<file path="src/rtl/lcd_col_pkg.sv">
package lcd_col_pkg;

  typedef enum logic [1:0] {
    LVL_TOP    = 2'b00,
    LVL_HI_MID = 2'b01,
    LVL_LO_MID = 2'b10,
    LVL_BOTTOM = 2'b11
  } drive_lvl_e;

  function automatic drive_lvl_e pick_level(input logic pix, input logic frame,
                                            input logic show);
    drive_lvl_e r;
    if (!show) r = LVL_BOTTOM;
    else begin
      case ({pix, frame})
        2'b11:   r = LVL_TOP;
        2'b10:   r = LVL_BOTTOM;
        2'b01:   r = LVL_HI_MID;
        default: r = LVL_LO_MID;
      endcase
    end
    return r;
  endfunction

endpackage

</file>
<file path="src/rtl/lcd_in_sync.sv">
module lcd_in_sync #(
  parameter int WIDTH  = 1,
  parameter int STAGES = 2
) (
  input  logic             clk,
  input  logic             rst_n,
  input  logic [WIDTH-1:0] async_i,
  output logic [WIDTH-1:0] sync_o
);
  logic [WIDTH-1:0] stg_q [STAGES];

  always_ff @(posedge clk or negedge rst_n) begin
    if (!rst_n) stg_q[0] <= '0;
    else        stg_q[0] <= async_i;
  end

  for (genvar s = 1; s < STAGES; s++) begin : g_stage
    always_ff @(posedge clk or negedge rst_n) begin
      if (!rst_n) stg_q[s] <= '0;
      else        stg_q[s] <= stg_q[s-1];
    end
  end

  assign sync_o = stg_q[STAGES-1];
endmodule

</file>
<file path="src/rtl/lcd_chain_ctrl.sv">
module lcd_chain_ctrl #(
  parameter int NUM_SLOTS = 30,
  localparam int CNT_W  = $clog2(NUM_SLOTS + 1),
  localparam int SLOT_W = $clog2(NUM_SLOTS)
) (
  input  logic              clk,
  input  logic              rst_n,
  input  logic              shift_fall,
  input  logic              line_fall,
  input  logic              sel_n,
  output logic              wr_stb,
  output logic [SLOT_W-1:0] wr_slot,
  output logic              done_n
);
  localparam logic [CNT_W-1:0] FULL = CNT_W'(NUM_SLOTS);
  localparam logic [CNT_W-1:0] LAST = CNT_W'(NUM_SLOTS - 1);

  logic [CNT_W-1:0] cnt_q;

  assign wr_stb  = shift_fall && !line_fall && !sel_n && (cnt_q < FULL);
  assign wr_slot = cnt_q[SLOT_W-1:0];

  always_ff @(posedge clk or negedge rst_n) begin
    if (!rst_n) begin
      cnt_q  <= '0;
      done_n <= 1'b1;
    end else if (line_fall) begin
      cnt_q  <= '0;
      done_n <= 1'b1;
    end else if (wr_stb) begin
      cnt_q <= cnt_q + 1'b1;
      if (cnt_q == LAST) done_n <= 1'b0;
    end
  end

  p_cnt_bound_r3: assert property (@(posedge clk) disable iff (!rst_n)
    cnt_q <= FULL);
  p_done_clear_r2: assert property (@(posedge clk) disable iff (!rst_n)
    line_fall |=> done_n);
  p_done_full_r2: assert property (@(posedge clk) disable iff (!rst_n)
    $fell(done_n) |-> cnt_q == FULL);
endmodule

</file>
<file path="src/rtl/lcd_row_reg.sv">
module lcd_row_reg #(
  parameter int BUS_W     = 8,
  parameter int NUM_SLOTS = 30,
  localparam int SLOT_W = $clog2(NUM_SLOTS),
  localparam int COLS   = BUS_W * NUM_SLOTS
) (
  input  logic              clk,
  input  logic              rst_n,
  input  logic              dir,
  input  logic              wr_stb,
  input  logic [SLOT_W-1:0] wr_slot,
  input  logic [BUS_W-1:0]  bus,
  output logic [COLS-1:0]   row
);
  logic [BUS_W-1:0] gated, flipped;
  logic [BUS_W-1:0] slot_q [NUM_SLOTS];

  // idle bus stays low so the slot inputs do not toggle
  assign gated = wr_stb ? bus : '0;

  always_comb begin
    for (int b = 0; b < BUS_W; b++) flipped[b] = gated[BUS_W-1-b];
  end

  for (genvar g = 0; g < NUM_SLOTS; g++) begin : g_slot
    localparam logic [SLOT_W-1:0] FWD = SLOT_W'(g);
    localparam logic [SLOT_W-1:0] REV = SLOT_W'(NUM_SLOTS - 1 - g);
    logic hit;
    assign hit = wr_stb && (dir ? (wr_slot == FWD) : (wr_slot == REV));
    always_ff @(posedge clk or negedge rst_n) begin
      if (!rst_n)   slot_q[g] <= '0;
      else if (hit) slot_q[g] <= dir ? flipped : gated;
    end
    assign row[g*BUS_W +: BUS_W] = slot_q[g];
  end

  p_no_write_idle_r3: assert property (@(posedge clk) disable iff (!rst_n)
    !wr_stb |=> $stable(row));
endmodule

</file>
<file path="src/rtl/lcd_out_stage.sv">
module lcd_out_stage
  import lcd_col_pkg::*;
#(
  parameter int COLS = 240
) (
  input  logic              clk,
  input  logic              rst_n,
  input  logic              line_fall,
  input  logic [COLS-1:0]   row,
  input  logic              frame,
  input  logic              show,
  output logic [2*COLS-1:0] level_o
);
  logic [COLS-1:0] latch_q;
  drive_lvl_e      lvl_q [COLS];

  always_ff @(posedge clk or negedge rst_n) begin
    if (!rst_n)         latch_q <= '0;
    else if (line_fall) latch_q <= row;
  end

  for (genvar c = 0; c < COLS; c++) begin : g_col
    always_ff @(posedge clk or negedge rst_n) begin
      if (!rst_n) lvl_q[c] <= LVL_BOTTOM;
      else        lvl_q[c] <= pick_level(latch_q[c], frame, show);
    end
    assign level_o[2*c +: 2] = lvl_q[c];
  end

  p_latch_hold_r6: assert property (@(posedge clk) disable iff (!rst_n)
    !line_fall |=> $stable(latch_q));
  p_blank_r8: assert property (@(posedge clk) disable iff (!rst_n)
    !show |=> (&level_o));
endmodule

</file>
<file path="src/rtl/lcd_col_drv.sv">
module lcd_col_drv #(
  parameter int BUS_W       = 8,
  parameter int NUM_COLS    = 240,
  parameter int SYNC_STAGES = 2,
  localparam int NUM_SLOTS = NUM_COLS / BUS_W,
  localparam int SLOT_W    = $clog2(NUM_SLOTS)
) (
  input  logic                  clk,
  input  logic                  rst_n,
  input  logic                  dir_i,
  input  logic                  shclk_i,
  input  logic [BUS_W-1:0]      pix_i,
  input  logic                  line_i,
  input  logic                  frame_i,
  input  logic                  show_i,
  input  logic                  chain_a_i,
  output logic                  chain_a_o,
  output logic                  chain_a_oe,
  input  logic                  chain_b_i,
  output logic                  chain_b_o,
  output logic                  chain_b_oe,
  output logic [2*NUM_COLS-1:0] level_o
);
  logic [4:0]       ctl_s;
  logic [BUS_W-1:0] pix_s;
  logic             sh_s, ln_s, fr_s, sw_s, sel_s;
  logic             sh_p, ln_p, shift_fall, line_fall;
  logic             wr_stb, done_n;
  logic [SLOT_W-1:0] wr_slot;
  logic [NUM_COLS-1:0] row;

  lcd_in_sync #(.WIDTH(5), .STAGES(SYNC_STAGES)) u_ctl_sync (
    .clk, .rst_n,
    .async_i({shclk_i, line_i, frame_i, show_i, dir_i ? chain_a_i : chain_b_i}),
    .sync_o (ctl_s));

  lcd_in_sync #(.WIDTH(BUS_W), .STAGES(SYNC_STAGES)) u_pix_sync (
    .clk, .rst_n, .async_i(pix_i), .sync_o(pix_s));

  assign {sh_s, ln_s, fr_s, sw_s, sel_s} = ctl_s;

  always_ff @(posedge clk or negedge rst_n) begin
    if (!rst_n) begin
      sh_p <= 1'b0;
      ln_p <= 1'b0;
    end else begin
      sh_p <= sh_s;
      ln_p <= ln_s;
    end
  end

  assign shift_fall = sh_p & ~sh_s;
  assign line_fall  = ln_p & ~ln_s;

  lcd_chain_ctrl #(.NUM_SLOTS(NUM_SLOTS)) u_ctrl (
    .clk, .rst_n, .shift_fall, .line_fall, .sel_n(sel_s),
    .wr_stb, .wr_slot, .done_n);

  lcd_row_reg #(.BUS_W(BUS_W), .NUM_SLOTS(NUM_SLOTS)) u_row (
    .clk, .rst_n, .dir(dir_i), .wr_stb, .wr_slot, .bus(pix_s), .row);

  lcd_out_stage #(.COLS(NUM_COLS)) u_out (
    .clk, .rst_n, .line_fall, .row, .frame(fr_s), .show(sw_s), .level_o);

  assign chain_a_oe = ~dir_i;
  assign chain_b_oe = dir_i;
  assign chain_a_o  = dir_i ? 1'b1 : done_n;
  assign chain_b_o  = dir_i ? done_n : 1'b1;
endmodule

</file>
<file path="config.mk">
export PLATFORM = sky130hd
export DESIGN_NAME = lcd_col_drv
export DESIGN_NICKNAME = d
export VERILOG_FILES = /design/src/rtl/lcd_col_pkg.sv /design/src/rtl/lcd_in_sync.sv /design/src/rtl/lcd_chain_ctrl.sv /design/src/rtl/lcd_row_reg.sv /design/src/rtl/lcd_out_stage.sv /design/src/rtl/lcd_col_drv.sv
export SDC_FILE = /design/constraint.sdc
export NUM_CORES = 1
export LEC_CHECK = 0
export BUFFER_PORTS_ARGS = -buffer_cell sky130_fd_sc_hd__buf_2
export CORE_MARGIN = 4
export CORE_UTILIZATION = 46
export CTS_BUF_LIST = sky130_fd_sc_hd__clkbuf_16
export DETAILED_ROUTE_END_ITERATION = 8
export PLACE_DENSITY = 0.67
export REMOVE_ABC_BUFFERS = 1
export SLEW_MARGIN = 40
export SYNTH_ARGS = -nofsm -noshare
export SYNTH_HDL_FRONTEND = slang
export SYNTH_SLANG_ARGS = --single-unit
</file>
<file path="constraint.sdc">
create_clock -name clk -period 10.55 [get_ports clk]
set_input_delay 1.5825 -clock clk [delete_from_list [all_inputs] [get_ports clk]]
set_output_delay 1.5825 -clock clk [all_outputs]
set_load 0.02 [all_outputs]
</file>
==> flow_summary.toml <==
[status]
status = "completed"

[drt]
wl_per_cell_um = 16.9
drc = 0
drt_wl_total_um = 65700
detail-route-antenna-nets = 0
drt_iter0_drc = 895
drtPass1Iterations = 7
via_per_inst = 4.80
num_vias = 18600

[yosys]
yosysTopAreaCellShare = 0.414
yosys.area_share.adder = 0.00202
synthMuxAreaShare = 0.0930
synthCells = 2719
synth_compound_area_frac = 0.00645
syn_area_sq_um = 31000
synth_xor_area_frac = 0.0683
synth.distinct_cells = 40
synth_top_family_by_area = "simple AND/OR/NAND/NOR gates"
synthSimpleGateAreaFrac = 0.134
avgSynthCellArea_sq_um = 11.4
ys_seq_area_frac = 0.619
yosys-top-cells-area = "dfrtp_1 (41%), dfstp_2 (20%), nand2_1 (12%)"
ys_ff_latch = 755
ys_warn_count = 0
synth.largest_area_cell = "dfrtp_1"

[power]
p_sw_frac = 0.248
seqPwrFrac = 0.502
p_switching_mw = 1.51
clkPwrFrac = 0.412
power_mw = 6.08
powerDensity_nw_per_um2 = 172
ir_worst_vdd_mv = 0.103
pwr-share-comb = 0.086
intPower_mw = 4.57
p_leak_nw = 17.4

[sta]
fmax_ghz = 0.241
clock_skew_ps = 18.0
hold_ws_ps = 344
finalHoldViolCount = 0
report.final.slew_viol_count = 0
rsz0062_at_grt = "no"
worst_slew_pin_slew_ps = 833
min_period_ps = 4150
setup_ws_ps = 6400
period_share = 0.393
setup_viol = 0
slew_headroom = 0.445

[final_layout]
fillers = 5691
design_area_sq_um = 35400
area_growth_pct = 14.1
num-nets-final = 2976
antenna_cells = 0
stdcell_count = 3879
multi_input_area_sq_um = 9520
seq_area_sq_um = 19200
layout-drive-gt1-share = 0.387

[min_path]
min_delay_path_depth = 0
hold_class = "flop to flop"
hp-start = "u_pix_sync.stg_q[13]$_DFF_PN0_"
min_to = "u_pix_sync.sync_o[5]$_DFF_PN0_"

[clock_network]
insertion_delay_ps = 600
ctsResizeCount = 0
hold_buffers = 0
clk_path_buf_depth = 3
cts_num_sinks = 755
path_clk_slew_ps = 60
cts_htree_levels = 3
numCtsBuffers = 78
root_buffer = "clkbuf_16"
cts_tree = "built"
cts_setup_buffers = 0

[placed_design]
dp_worst_setup_slack_ps = 6410
gp_congestion = 0.772
portBuffers = 500
placed_area_sq_um = 33000
dp_hpwl_um = 42600
dp_cells = 3735

[global_route]
grt_overflow = 0
grt_max_degree = 213
grt_pass1_wl_um = 105000
antenna_found_initial = 0
grt_usage = 0.182
grt_pass1_vias = 19400

[critical_path]
crit_type = "primary input to output pin"
r2r_end = "u_row.row[140]$_DFFE_PN0P_"
cpPeakStageDelay_ps = 560
startpoint_type = "primary input"
cp.arrival_ps = 2570
reg2reg_slack_ps = 7620
crit_path_max_fanout = 31
endpoint_kind = "output pin"
r2r_cells = 5
crit_buf_inv = 3
cp_cell_sequence = "buf_2, inv_1, buf_2"
critPathTopFamily = "buffers and inverters"
crit_top_cell = "buf_2"
crit-reg2reg-launch = "u_ctl_sync.sync_o[3]$_DFF_PN0_"
worstPathRequired_ps = 8970
crit_path_top_delay_cell = "buf_2"

[floorplan]
die-area_sq_um = 71700
initial_core_util = 0.468
die-height_um = 268
num_io_pins = 501
core_sq_um = 66300
num_rows = 94
die_w_um = 268

[flow_run]
maxCapViolations = 0
-- power groups by stage --
stage | registers (mW) | logic, mW | clock network (mW)
5_1_grt | 3.06 | 0.577 | 2.70
6_report | 3.05 | 0.526 | 2.50
3_5_place_dp | 3.10 | 0.532 | 0
3_3_place_gp | 3.10 | 0.512 | 0
4_1_cts | 3.05 | 0.534 | 2.58
2_1_floorplan | 3.26 | 0.163 | 0
-- cell families after synthesis --
group                      after synthesis
and+or+nand+nor                       1045
DFF                                    755
buffers and inverters                  388
muxes                                  258
xor gates and xnor gates               242
AOI/OAI and AO/OA                       26
adders and majority gates                5
-- layout make-up --
type,instances,share of cell area
clock buffers,80,0.0566
repair buffers,538,0.0917
inverters,5,0.000530
multi-input cells,1576,0.269
flip-flops and latches,755,0.543
clock inverters,61,0.00891
well taps,864,0.0306
-- cells in the mapped netlist, drive strengths merged --
master     n
nand2    984
dfrtp    513
buf      276
dfstp    242
xnor2    242
mux2     241
clkbuf   107
nor2      22
mux2i     17
o22ai     16
nand2b     6
nand3      6
ha         5
inv        5
and3b      4
nand3b     4
o2111ai    4
and3       3
nor3b      3
or2        3
or3b       3
a21oi      2
a31oi      2
nand4      2
nor3       2
a311oi     1
and4       1
and4b      1
nor2b      1
o21ai      1
-- state kept, by name, indices dropped and copies added, names as in the netlist --
| signal | cells |
|---|---|
| u_pix_sync.sync_o | 8 |
| u_out.latch_q | 240 |
| u_ctl_sync.stg_q | 5 |
| u_out.level_o | 241 |
| sh_p | 1 |
| u_ctl_sync.sync_o | 5 |
| u_pix_sync.stg_q | 8 |
| u_ctrl.done_n | 1 |
| ln_p | 1 |
| u_ctrl.wr_slot | 5 |
| u_row.row | 240 |
-- placed cells by master (no fill, tap or decap), types with 2 or more instances in the layout --
cell type	synthesis	final
buf_6	0	8
nand2_1	968	968
clkinv_2	0	10
buf_16	0	16
nor3b_1	3	3
buf_2	12	499
nand2_2	6	6
nand2_4	10	10
nor2_2	9	9
nor2_4	0	8
a31oi_1	2	2
or3b_2	2	2
buf_12	1	4
and3_1	3	3
mux2_2	236	236
or2_2	3	3
inv_6	0	5
and3b_1	4	4
nand2b_1	6	5
xnor2_1	242	242
dfrtp_1	513	510
o2111ai_2	4	4
mux2_1	5	5
dfstp_2	242	241
inv_1	5	26
clkbuf_16	0	80
clkinv_1	0	19
buf_8	0	7
clkinvlp_4	0	2
o22ai_1	16	16
nand3b_1	4	4
nor2_1	13	5
buf_4	240	4
nand4_1	2	2
mux2i_1	17	17
nand3_1	6	5
dfrtp_4	0	2
ha_1	5	5
-- routing by layer --
layer  GRT usage  routed length, um  share of wire
met1       0.244              28700           0.44
met4      0.0490               1160          0.018
met2       0.312              32800           0.50
met5           0                  0              0
met3      0.0291               2990          0.045
-- worst register-to-register path, stage by stage (launching register included) --
cell      delay, ps
dfrtp_1         420
nand2b_4        690
nand3_2         590
nor2_4          690
buf_8           270
mux2_2          200
-- through the flow --
step,utilization,setup TNS [ps]
5_1_grt,0.533,0
3_3_place_gp,0.490,0
2_1_floorplan,-,-1817830
3_5_place_dp,0.497,0
6_report,0.533,0
4_1_cts,0.532,0
-- worst max-delay path by stage --
stage / from / end / slack [ps] / cells past startpoint
2_1_floorplan: u_out.level_o[1]$_DFF_PN1_ / level_o[101] / -7470 / 0
3_3_place_gp: dir_i / chain_a_oe / 6450 / 3
3_5_place_dp: dir_i / chain_a_oe / 6410 / 3
4_1_cts: dir_i / chain_a_oe / 6410 / 3
5_1_grt: dir_i / chain_a_oe / 6330 / 3
6_report: dir_i / chain_a_oe / 6400 / 3
(Power assumes the default switching activity.)
